===== src/rtl/e3fl_pkg.sv =====
package e3fl_pkg;

    localparam int REG_AW = 8;
    localparam int REG_DW = 8;
    localparam int IEN_W  = 5;

    localparam logic [REG_AW-1:0] ADDR_CFG = 8'h11;
    localparam logic [REG_AW-1:0] ADDR_IEN = 8'h12;
    localparam logic [REG_AW-1:0] ADDR_IST = 8'h13;

    // configuration/status byte positions
    localparam int CFG_SEL  = 7;
    localparam int CFG_LOF  = 6;
    localparam int CFG_OOF  = 5;
    localparam int CFG_LOS  = 4;
    localparam int CFG_AIS  = 3;
    localparam int CFG_FERF = 1;

    // enable byte positions (status byte reuses OOF/LOF positions)
    localparam int EN_COFA = 4;
    localparam int EN_OOF  = 3;
    localparam int EN_LOF  = 2;
    localparam int EN_LOS  = 1;
    localparam int EN_AIS  = 0;

    typedef struct packed {
        logic oof;
        logic lof;
        logic los;
        logic ais;
        logic rx_ferf;
    } line_stat_t;

    typedef struct packed {
        logic oof_chg;
        logic lof_chg;
    } cond_evt_t;

    function automatic logic [REG_DW-1:0] cfg_byte(line_stat_t st, logic sel);
        logic [REG_DW-1:0] b;
        b           = '0;
        b[CFG_SEL]  = sel;
        b[CFG_LOF]  = st.lof;
        b[CFG_OOF]  = st.oof;
        b[CFG_LOS]  = st.los;
        b[CFG_AIS]  = st.ais;
        b[CFG_FERF] = st.rx_ferf;
        return b;
    endfunction

    function automatic logic [REG_DW-1:0] ist_byte(cond_evt_t ist);
        logic [REG_DW-1:0] b;
        b         = '0;
        b[EN_OOF] = ist.oof_chg;
        b[EN_LOF] = ist.lof_chg;
        return b;
    endfunction

endpackage


===== src/rtl/e3fl_oof_detect.sv =====
module e3fl_oof_detect #(
    parameter int ERR_FRAMES = 4
) (
    input  logic clk,
    input  logic rst,
    input  logic frame_stb,
    input  logic frame_err,
    input  logic realign,
    output logic oof_q,
    output logic oof_evt
);
    localparam int CW = $clog2(ERR_FRAMES + 1);
    localparam logic [CW-1:0] LAST = CW'(ERR_FRAMES - 1);

    logic [CW-1:0] cnt_q, cnt_d;
    logic          oof_d;

    always_comb begin
        cnt_d = cnt_q;
        oof_d = oof_q;
        if (realign) begin
            cnt_d = '0;
            oof_d = 1'b0;
        end else if (!oof_q && frame_stb) begin
            if (!frame_err) begin
                cnt_d = '0;
            end else if (cnt_q == LAST) begin
                cnt_d = '0;
                oof_d = 1'b1;
            end else begin
                cnt_d = cnt_q + CW'(1);
            end
        end
    end

    assign oof_evt = oof_d ^ oof_q;

    always_ff @(posedge clk) begin
        if (rst) begin
            cnt_q <= '0;
            oof_q <= 1'b0;
        end else begin
            cnt_q <= cnt_d;
            oof_q <= oof_d;
        end
    end
endmodule


===== src/rtl/e3fl_lof_timer.sv =====
module e3fl_lof_timer #(
    parameter int SHORT_MS = 1,
    parameter int LONG_MS  = 3
) (
    input  logic clk,
    input  logic rst,
    input  logic oof,
    input  logic realign,
    input  logic tick,
    input  logic long_sel,
    output logic lof_q,
    output logic lof_evt
);
    localparam int MAXW = (LONG_MS > SHORT_MS) ? LONG_MS : SHORT_MS;
    localparam int TW   = $clog2(MAXW + 1);

    logic [TW-1:0] tcnt_q, tcnt_d, limit;
    logic          lof_d;

    assign limit = long_sel ? TW'(LONG_MS) : TW'(SHORT_MS);

    always_comb begin
        tcnt_d = tcnt_q;
        lof_d  = lof_q;
        if (realign || !oof) begin
            tcnt_d = '0;
            lof_d  = 1'b0;
        end else if (!lof_q && tick) begin
            if ((tcnt_q + TW'(1)) >= limit) begin
                tcnt_d = '0;
                lof_d  = 1'b1;
            end else begin
                tcnt_d = tcnt_q + TW'(1);
            end
        end
    end

    assign lof_evt = lof_d ^ lof_q;

    always_ff @(posedge clk) begin
        if (rst) begin
            tcnt_q <= '0;
            lof_q  <= 1'b0;
        end else begin
            tcnt_q <= tcnt_d;
            lof_q  <= lof_d;
        end
    end
endmodule


===== src/rtl/e3fl_regs.sv =====
module e3fl_regs
    import e3fl_pkg::*;
(
    input  logic              clk,
    input  logic              rst,
    input  logic [REG_AW-1:0] addr,
    input  logic              wr,
    input  logic              rd,
    input  logic [REG_DW-1:0] wdata,
    input  line_stat_t        stat,
    input  cond_evt_t         evt,
    output logic [REG_DW-1:0] rdata,
    output logic              long_sel,
    output logic [IEN_W-1:0]  ien_q,
    output cond_evt_t         ist_q,
    output logic              irq_n
);
    cond_evt_t set_v, ist_d;
    logic      clr;
    logic      unused_wbits;

    assign unused_wbits = ^wdata[CFG_SEL-1:IEN_W];

    assign set_v.oof_chg = evt.oof_chg & ien_q[EN_OOF];
    assign set_v.lof_chg = evt.lof_chg & ien_q[EN_LOF];
    assign clr           = rd && (addr == ADDR_IST);
    assign ist_d         = (clr ? cond_evt_t'('0) : ist_q) | set_v;

    assign irq_n = ~((ist_q.oof_chg & ien_q[EN_OOF]) |
                     (ist_q.lof_chg & ien_q[EN_LOF]));

    always_ff @(posedge clk) begin
        if (rst) begin
            long_sel <= 1'b0;
            ien_q    <= '0;
            ist_q    <= '0;
            rdata    <= '0;
        end else begin
            ist_q <= ist_d;
            if (wr && addr == ADDR_CFG) long_sel <= wdata[CFG_SEL];
            if (wr && addr == ADDR_IEN) ien_q    <= wdata[IEN_W-1:0];
            if (rd) begin
                case (addr)
                    ADDR_CFG: rdata <= cfg_byte(stat, long_sel);
                    ADDR_IEN: rdata <= REG_DW'(ien_q);
                    ADDR_IST: rdata <= ist_byte(ist_q);
                    default:  rdata <= '0;
                endcase
            end
        end
    end
endmodule


===== src/rtl/e3fl_supervisor.sv =====
module e3fl_supervisor
    import e3fl_pkg::*;
#(
    parameter int ERR_FRAMES = 4,
    parameter int SHORT_MS   = 1,
    parameter int LONG_MS    = 3
) (
    input  logic        clk,
    input  logic        rst,
    input  logic        frame_stb,
    input  logic        frame_err,
    input  logic        realign,
    input  logic        tick_1ms,
    input  logic        los_in,
    input  logic        ais_in,
    input  logic        rx_ferf_in,
    input  logic [7:0]  reg_addr,
    input  logic        reg_wr,
    input  logic        reg_rd,
    input  logic [7:0]  reg_wdata,
    output logic [7:0]  reg_rdata,
    output logic        irq_n,
    output logic        oof,
    output logic        lof,
    output logic        ferf_req
);
    logic             oof_w, lof_w, long_sel_w;
    cond_evt_t        evt_w, ist_w;
    line_stat_t       stat_w;
    logic [IEN_W-1:0] ien_w;

    e3fl_oof_detect #(.ERR_FRAMES(ERR_FRAMES)) oof_i (
        .clk(clk), .rst(rst), .frame_stb(frame_stb), .frame_err(frame_err),
        .realign(realign), .oof_q(oof_w), .oof_evt(evt_w.oof_chg)
    );

    e3fl_lof_timer #(.SHORT_MS(SHORT_MS), .LONG_MS(LONG_MS)) lof_i (
        .clk(clk), .rst(rst), .oof(oof_w), .realign(realign), .tick(tick_1ms),
        .long_sel(long_sel_w), .lof_q(lof_w), .lof_evt(evt_w.lof_chg)
    );

    assign stat_w = '{oof: oof_w, lof: lof_w, los: los_in, ais: ais_in,
                      rx_ferf: rx_ferf_in};

    e3fl_regs regs_i (
        .clk(clk), .rst(rst), .addr(reg_addr), .wr(reg_wr), .rd(reg_rd),
        .wdata(reg_wdata), .stat(stat_w), .evt(evt_w), .rdata(reg_rdata),
        .long_sel(long_sel_w), .ien_q(ien_w), .ist_q(ist_w), .irq_n(irq_n)
    );

    assign oof      = oof_w;
    assign lof      = lof_w;
    assign ferf_req = oof_w;
endmodule


===== config.mk =====
export PLATFORM = sky130hd
export DESIGN_NAME = e3fl_supervisor
export DESIGN_NICKNAME = d
export VERILOG_FILES = /design/src/rtl/e3fl_pkg.sv /design/src/rtl/e3fl_oof_detect.sv /design/src/rtl/e3fl_lof_timer.sv /design/src/rtl/e3fl_regs.sv /design/src/rtl/e3fl_supervisor.sv
export SDC_FILE = /design/constraint.sdc
export NUM_CORES = 1
export LEC_CHECK = 0
export BUFFER_PORTS_ARGS = -buffer_cell sky130_fd_sc_hd__buf_4
export CAP_MARGIN = 20
export CORE_MARGIN = 5
export CORE_UTILIZATION = 51
export CTS_BUF_LIST = sky130_fd_sc_hd__clkbuf_2
export CTS_CLUSTER_SIZE = 30
export DETAILED_ROUTE_END_ITERATION = 10
export PLACE_DENSITY = 0.81
export SYNTH_ARGS = -nofsm -noshare
export SYNTH_HDL_FRONTEND = slang
export SYNTH_SLANG_ARGS = --single-unit

===== constraint.sdc =====
create_clock -name clk -period 1.5 [get_ports clk]
set_clock_uncertainty 0.05 [all_clocks]
set_input_delay 0.075 -clock clk [delete_from_list [all_inputs] [get_ports clk]]
set_output_delay 0.075 -clock clk [all_outputs]
set_load 0.01 [all_outputs]

==> qor.csv, run 1 <==
stage;metric;value;unit
outcome;status;finished, final reports clean;
layout;Synth-to-Final Area Change;41.9;%
placement;routability cong.;0.739;
pwr;LEAKAGE;0.658;nW
layout;nets;203;
layout;commonest non-fill, non-tap cells in the layout;37 x buf_4, 23 x nand2b_1, 21 x dfxtp_1;
timing;Tmin final;1.42;ns
floorplan;IO Pins;39;
floorplan;Die W;57.2;um
cts;CTS tree;built;
timing;Final Setup Violations;0;
pwr;Pwr Density;626;mW/mm^2
detailed_routing;Pre-Repair DR Iteration Count;4;
layout;area occupied by multi-input gates;639;um^2
timing;measured slew at the worst slew-check pin;0.353;ns
timing;Final Max Tran Viols;0;
layout;Reg area;463;um^2
worst_setup_path;CP Max Fanout;3;
detailed_routing;initial DRC count;15;
detailed_routing;Detail Route Antenna Nets;0;
cts;Clock Sinks;23;
floorplan;overall die height;57.2;um
layout;antenna cell count;0;
placement;HPWL after DPL;1990;um
timing;Final Hold Fails;0;
detailed_routing;WL/cell;13.7;um
logic_synthesis;ys flop type;dfxtp_1;
cts;Worst-path clk slew;0.22;ns
cts;Num CTS Buffers;3;
run;Max-cap violations;0;
detailed_routing;vias;1085;
logic_synthesis;Syn Inst Count;121;
placement;placed cell count;182;
timing;fmax;704;MHz
global_routing;vias in the first global route;1090;
timing;crit share post-route;94.7;%
logic_synthesis;sequential element share of the synthesized area;40.5;%
floorplan;floorplan row count;17;
logic_synthesis;synthesized flop and latch total;23;
worst_hold_path;HP Class;input port to flip-flop;
layout;layout cells sized above 1;27.0;%
layout;post-route insts no fill;202;
floorplan;starting density of the core;52.4;%
worst_setup_path;critical path class;flip-flop to flip-flop;
worst_setup_path;Critical Path Start Type;flip-flop;
detailed_routing;Vias/cell;5.37;
cts;H-tree level count;1;
layout;fill count;179;
global_routing;antenna violations before repair;0;
detailed_routing;drt drc;0;
timing;relative slew slack;76.2;%
logic_synthesis;Mapped Area;0.00114;mm^2
global_routing;largest net degree at the start of global routing;25;
cts;clock tree buffer depth;2;
timing;RSZ-0062 raised after global routing;no;
global_routing;global-route wire length before repair;4770;um
floorplan;DIE AREA;0.00327;mm^2
worst_setup_path;Worst EP arrival;1.68;ns
layout;most common cell after layout, fill and taps aside;buf_4;
worst_setup_path;crit end category;flip-flop;
logic_synthesis;post-synth cell types;32;
cts;post-CTS setup buffers;0;
logic_synthesis;mean area per synthesized cell;9.40;um^2
placement;Port Buffers;36;
timing;setup TNS;0;ns
logic_synthesis;syn_nets;149;
cts;worst skew pair latency;0.36;ns
worst_setup_path;CP required;1.76;ns
logic_synthesis;post-synthesis async set-or-reset flop share;0;%
floorplan;Core Area;0.00217;mm^2
detailed_routing;Post-Route WL;2780;um
logic_synthesis;Ys Warns;0;
pwr;peak supply drop;0.000538;V
logic_synthesis;Post-synth EDFFs;0;
global_routing;Total GRT Usage;18.6;%
cts;Root Buffer;clkbuf_2;
global_routing;grt total ovfl;0;
==> final timing paths <==
path,startpoint,to,slack [ns],depth (start not counted)
setup / recovery,oof_i.cnt_q[0]$_SDFFE_PP0N_,oof_i.cnt_q[0]$_SDFFE_PP0N_,0.08,4
hold / removal,los_in,regs_i.rdata[4]$_SDFFE_PP0P_,0.04,3
setup reg to reg,oof_i.cnt_q[0]$_SDFFE_PP0N_,oof_i.cnt_q[0]$_SDFFE_PP0N_,0.08,4
hold reg to reg,oof_i.cnt_q[0]$_SDFFE_PP0N_,oof_i.cnt_q[0]$_SDFFE_PP0N_,0.43,2
==> stage by stage <==
stage / power (mW) / hold WS (ns) / instance area (um^2) / utilization, % / setup slack, ns
4_1_cts: 1.02 / 0.0291 / 1610 / 74.1 / 0.0420
3_3_place_gp: 0.738 / 0.282 / 1430 / 65.8 / 0.157
2_1_floorplan: 0.673 / 0.166 / 1140 / - / 0.186
6_report: 1.01 / 0.0350 / 1610 / 74.4 / 0.0799
3_5_place_dp: 0.742 / 0.305 / 1430 / 65.8 / 0.0859
5_1_grt: 1.05 / 0.0567 / 1610 / 74.4 / 0.00604
==> report_power, final <==
group	leakage, nW	internal, mW	switching [mW]
Combinational	0.455	0.0901	0.0559
Clock	0.0164	0.0603	0.190
Sequential	0.186	0.614	0.000787
==> cell usage after synthesis (2+ instances only) <==
| cell | count | area, um^2 |
|---|---|---|
| a21oi_1 | 7 | 35.0 |
| inv_1 | 2 | 7.51 |
| mux2i_1 | 8 | 80.1 |
| a21boi_0 | 2 | 15.0 |
| nor2b_1 | 5 | 31.3 |
| nor2_1 | 6 | 22.5 |
| and2_1 | 3 | 18.8 |
| o32ai_1 | 3 | 26.3 |
| nand2_1 | 4 | 15.0 |
| nor4bb_1 | 2 | 20.0 |
| nand3_1 | 2 | 10.0 |
| dfxtp_1 | 23 | 460 |
| nand4_1 | 5 | 31.3 |
| clkbuf_1 | 3 | 11.3 |
| nand2b_1 | 23 | 144 |
| mux2_2 | 2 | 22.5 |
| and4_1 | 2 | 17.5 |
| a22oi_1 | 5 | 37.5 |
==> kinds of logic after synthesis <==
| group | after synthesis | synth area share [%] |
|---|---|---|
| AOI/OAI and AO/OA | 22 | 13.4 |
| buffers and inverters | 7 | 3.30 |
| DFF | 23 | 40.5 |
| adders and majority gates | 1 | 1.10 |
| muxes | 10 | 9.02 |
| and+or+nand+nor | 58 | 32.7 |
==> per-layer routing <==
layer	routed length (um)	global-route usage, %
met5	0	0
met2	1460	34.1
met3	135	2.94
met4	65	8.94
met1	1120	20.6
==> area by class of cell <==
| type | count | share of cell area [%] |
|---|---|---|
| multi-input combinational | 91 | 39.6 |
| clock inverter | 1 | 0.310 |
| clock buffer | 3 | 0.930 |
| inverter | 2 | 0.465 |
| timing repair buffer | 54 | 27.8 |
| sequential | 23 | 28.7 |
| tap | 28 | 2.17 |
==> state kept, by name, indices dropped and copies added (netlist names) <==
name,count
regs_i.rdata,8
regs_i.ien_q,5
oof_i.cnt_q,3
lof_i.tcnt_q,2
regs_i.ist_q,2
lof_i.lof_q,1
oof_i.oof_q,1
regs_i.long_sel,1
==> worst max-delay path: stages, from the launching register on <==
cell and delay, ns:
dfxtp_2 0.37, ha_1 0.22, nor2b_1 0.14, or4_1 0.47
a21boi_1 0.13
==> what timing repair did <==
item,in CTS,in global routing
hold buffers,16,0
gates resized for setup,0,4
hold endpoints to repair,18,0
endpoints found under the setup margin,0,2
Power figures use the tool's default switching activity.
==> inputs of run 2 (changes only) <==
--- a/config.mk
+++ b/config.mk
@@ -9,10 +9,11 @@
 export CAP_MARGIN = 20
 export CORE_MARGIN = 5
 export CORE_UTILIZATION = 51
-export CTS_BUF_LIST = sky130_fd_sc_hd__clkbuf_2
+export CTS_BUF_LIST = sky130_fd_sc_hd__clkbuf_4 sky130_fd_sc_hd__clkbuf_8
+export CTS_CLUSTER_DIAMETER = 100
 export CTS_CLUSTER_SIZE = 30
 export DETAILED_ROUTE_END_ITERATION = 10
-export PLACE_DENSITY = 0.81
+export PLACE_DENSITY = 0.83
 export SYNTH_ARGS = -nofsm -noshare
 export SYNTH_HDL_FRONTEND = slang
 export SYNTH_SLANG_ARGS = --single-unit
==> run 2 against run 1 <==
Compared with the run above:
- register-to-register slack gained 0.02 ns
- via count shrank 1.3%
- sequential cell count is the same
- count of clock-buffer cells in the layout grew 1
- clock power grew 20%
- die area is the same
- final area shrank 4.3%
- largest cell class unchanged
- largest power group unchanged
==> qor.csv, run 2 (synthesis gave the netlist of run 1 again) <==
stage;metric;value;unit;change
global_routing;Total GRT Usage;18.3;%;-0.28 points
layout;biggest registers after layout;regs_i.rdata (8), regs_i.ien_q (5), oof_i.cnt_q (3);;
floorplan;floorplan row count;17;;unchanged
cts;CTS tree;built;;
layout;commonest non-fill, non-tap cells in the layout;39 x buf_4, 23 x nand2b_1, 23 x dfxtp_1;;
worst_setup_path;worst setup path start;oof_i.cnt_q[0]$_SDFFE_PP0N_;;
floorplan;starting density of the core;52.4;%;unchanged
detailed_routing;Vias/cell;5.49;;+2.3%
detailed_routing;vias;1071;;-1.3%
pwr;Pwr Density;680;mW/mm^2;+8.5%
worst_setup_path;crit end category;flip-flop;;
outcome;status;finished, final reports clean;;
floorplan;IO Pins;39;;unchanged
layout;max reg flops;8;;unchanged
pwr;switch share;22.6;%;-1.9 points
layout;Reg area;460;um^2;-0.54%
timing;RSZ-0062 raised after global routing;no;;
cts;Root Buffer;clkbuf_4;;
pwr;P_sw;0.237;mW;-4.1%
layout;fill count;200;;+12%
placement;routability cong.;0.696;;-5.8%
timing;Final Setup Violations;0;;unchanged
global_routing;antenna violations before repair;0;;unchanged
layout;Biggest register;regs_i.rdata;;
floorplan;DIE AREA;0.00327;mm^2;unchanged
detailed_routing;drt drc;0;;unchanged
layout;layout cells sized above 1;27.5;%;+0.53 points
cts;H-tree level count;1;;unchanged
worst_setup_path;CP required;1.69;ns;-0.07 ns
layout;area occupied by multi-input gates;639;um^2;unchanged
pwr;Clk pwr share;28.8;%;+4.0 points
detailed_routing;initial DRC count;24;;+9
cts;Worst-path clk slew;0.12;ns;-0.10 ns
detailed_routing;Detail Route Antenna Nets;0;;unchanged
layout;fin util;71.2;%;-3.2 points
timing;measured slew at the worst slew-check pin;0.369;ns;+0.0164 ns
timing;Tmin final;1.40;ns;-0.0203 ns
placement;Post-DP Area;0.00144;mm^2;+0.53%
worst_setup_path;reg2reg start;oof_i.cnt_q[0]$_SDFFE_PP0N_;;
cts;Num CTS Buffers;3;;unchanged
floorplan;Die W;57.2;um;unchanged
placement;HPWL after DPL;2080;um;+4.5%
detailed_routing;Pre-Repair DR Iteration Count;4;;unchanged
cts;clock tree buffer depth;2;;unchanged
worst_setup_path;critical path class;flip-flop to flip-flop;;
pwr;Logic pwr share;12.9;%;-1.5 points
worst_hold_path;HP Class;input port to flip-flop;;
layout;nets;196;;-3.4%
layout;antenna cell count;0;;unchanged
timing;fmax;714;MHz;+1.4%
run;Max-cap violations;0;;unchanged
cts;Clock Sinks;23;;unchanged
detailed_routing;WL/cell;14.4;um;+4.8%
timing;Final Max Tran Viols;0;;unchanged
pwr;Seq pwr share;58.3;%;-2.5 points
worst_setup_path;Critical Path Start Type;flip-flop;;
detailed_routing;Post-Route WL;2810;um;+1.2%
pwr;total power;1.05;mW;+3.9%
pwr;Int Power;0.814;mW;+6.5%
layout;Synth-to-Final Area Change;35.9;%;
global_routing;global-route wire length before repair;4820;um;+1.0%
global_routing;largest net degree at the start of global routing;25;;unchanged
timing;relative slew slack;75.1;%;-1.1 points
pwr;peak supply drop;0.000509;V;-5.4%
global_routing;grt total ovfl;0;;unchanged
pwr;LEAKAGE;0.620;nW;-5.7%
worst_setup_path;CP Max Fanout;3;;unchanged
floorplan;overall die height;57.2;um;unchanged
layout;design area;0.00155;mm^2;-4.3%
global_routing;vias in the first global route;1064;;-2.4%
timing;crit share post-route;93.3;%;-1.4 points
timing;Final Hold Fails;0;;unchanged
placement;Port Buffers;36;;unchanged
worst_setup_path;Worst EP arrival;1.59;ns;-0.09 ns
worst_hold_path;Hold Crit Start;rst;;
timing;setup TNS;0;ns;unchanged
floorplan;Core Area;0.00217;mm^2;unchanged
cts;worst skew pair latency;0.30;ns;-0.06 ns
layout;most common cell after layout, fill and taps aside;buf_4;;
==> run 2: cell types whose count changed in the layout (fill, tap and decap cells not counted), sizes merged <==
| cell | change |
|---|---|
| dlygate4sd3 | -8 |
| buf | +1 |
| clkbuf | +1 |
| clkinv | -1 |
==> run 2: stage by stage <==
step,hold WS (ns),setup WS [ns],std cells
finish,0.0248,0.100,195
global placement,0.283,0.158,183
CTS,0.0156,0.0546,195
global route,0.0293,0.0331,195
detailed placement,0.302,0.0887,183
floorplan,0.166,0.186,121
==> run 2: cell type report <==
type                       count  share of cell area [%]
clock buffer                   4                    1.94
inverter                       2                   0.486
multi-input combinational     91                    41.4
sequential                    23                    29.8
tap                           28                    2.27
timing repair buffer          47                    24.1
==> run 2: power by group through the flow <==
stage / logic (mW) / registers, mW / clock network (mW)
after global placement: 0.112 / 0.626 / 0
after CTS: 0.134 / 0.613 / 0.315
final: 0.135 / 0.613 / 0.302
after global routing: 0.147 / 0.613 / 0.332
after floorplan: 0.0466 / 0.626 / 0
after detailed placement: 0.117 / 0.626 / 0
==> run 2: worst paths after layout <==
kind / end / slack (ns) / depth (start not counted)
worst min register to register: regs_i.rdata[7]$_SDFFE_PP0P_ / 0.43 / 2
worst max-delay path: oof_i.cnt_q[0]$_SDFFE_PP0N_ / 0.10 / 4
worst min-delay path: regs_i.rdata[6]$_SDFFE_PP0P_ / 0.02 / 2
worst max register to register: oof_i.cnt_q[0]$_SDFFE_PP0N_ / 0.10 / 4
==> run 2: layer usage <==
layer,up-vias,routed length [um],share of wire [%],global-route usage (%)
met1,514,1210,43,22.2
met4,0,47,1.7,5.96
met3,4,166,5.9,3.85
met2,24,1390,49,32.0
met5,-,0,0,0
li1,529,-,-,-
==> run 2: timing repair <==
action	in CTS	in global routing
gates resized for setup	0	1
setup endpoints to repair	0	1
hold endpoints to repair	8	0
setup buffers	0	0
hold buffers	8	0
==> run 2: critical path: stages, from the launching register on <==
cell and delay, ns:
dfxtp_1 0.35, ha_1 0.21, nor2b_1 0.13, or4_1 0.46, a21boi_1 0.14
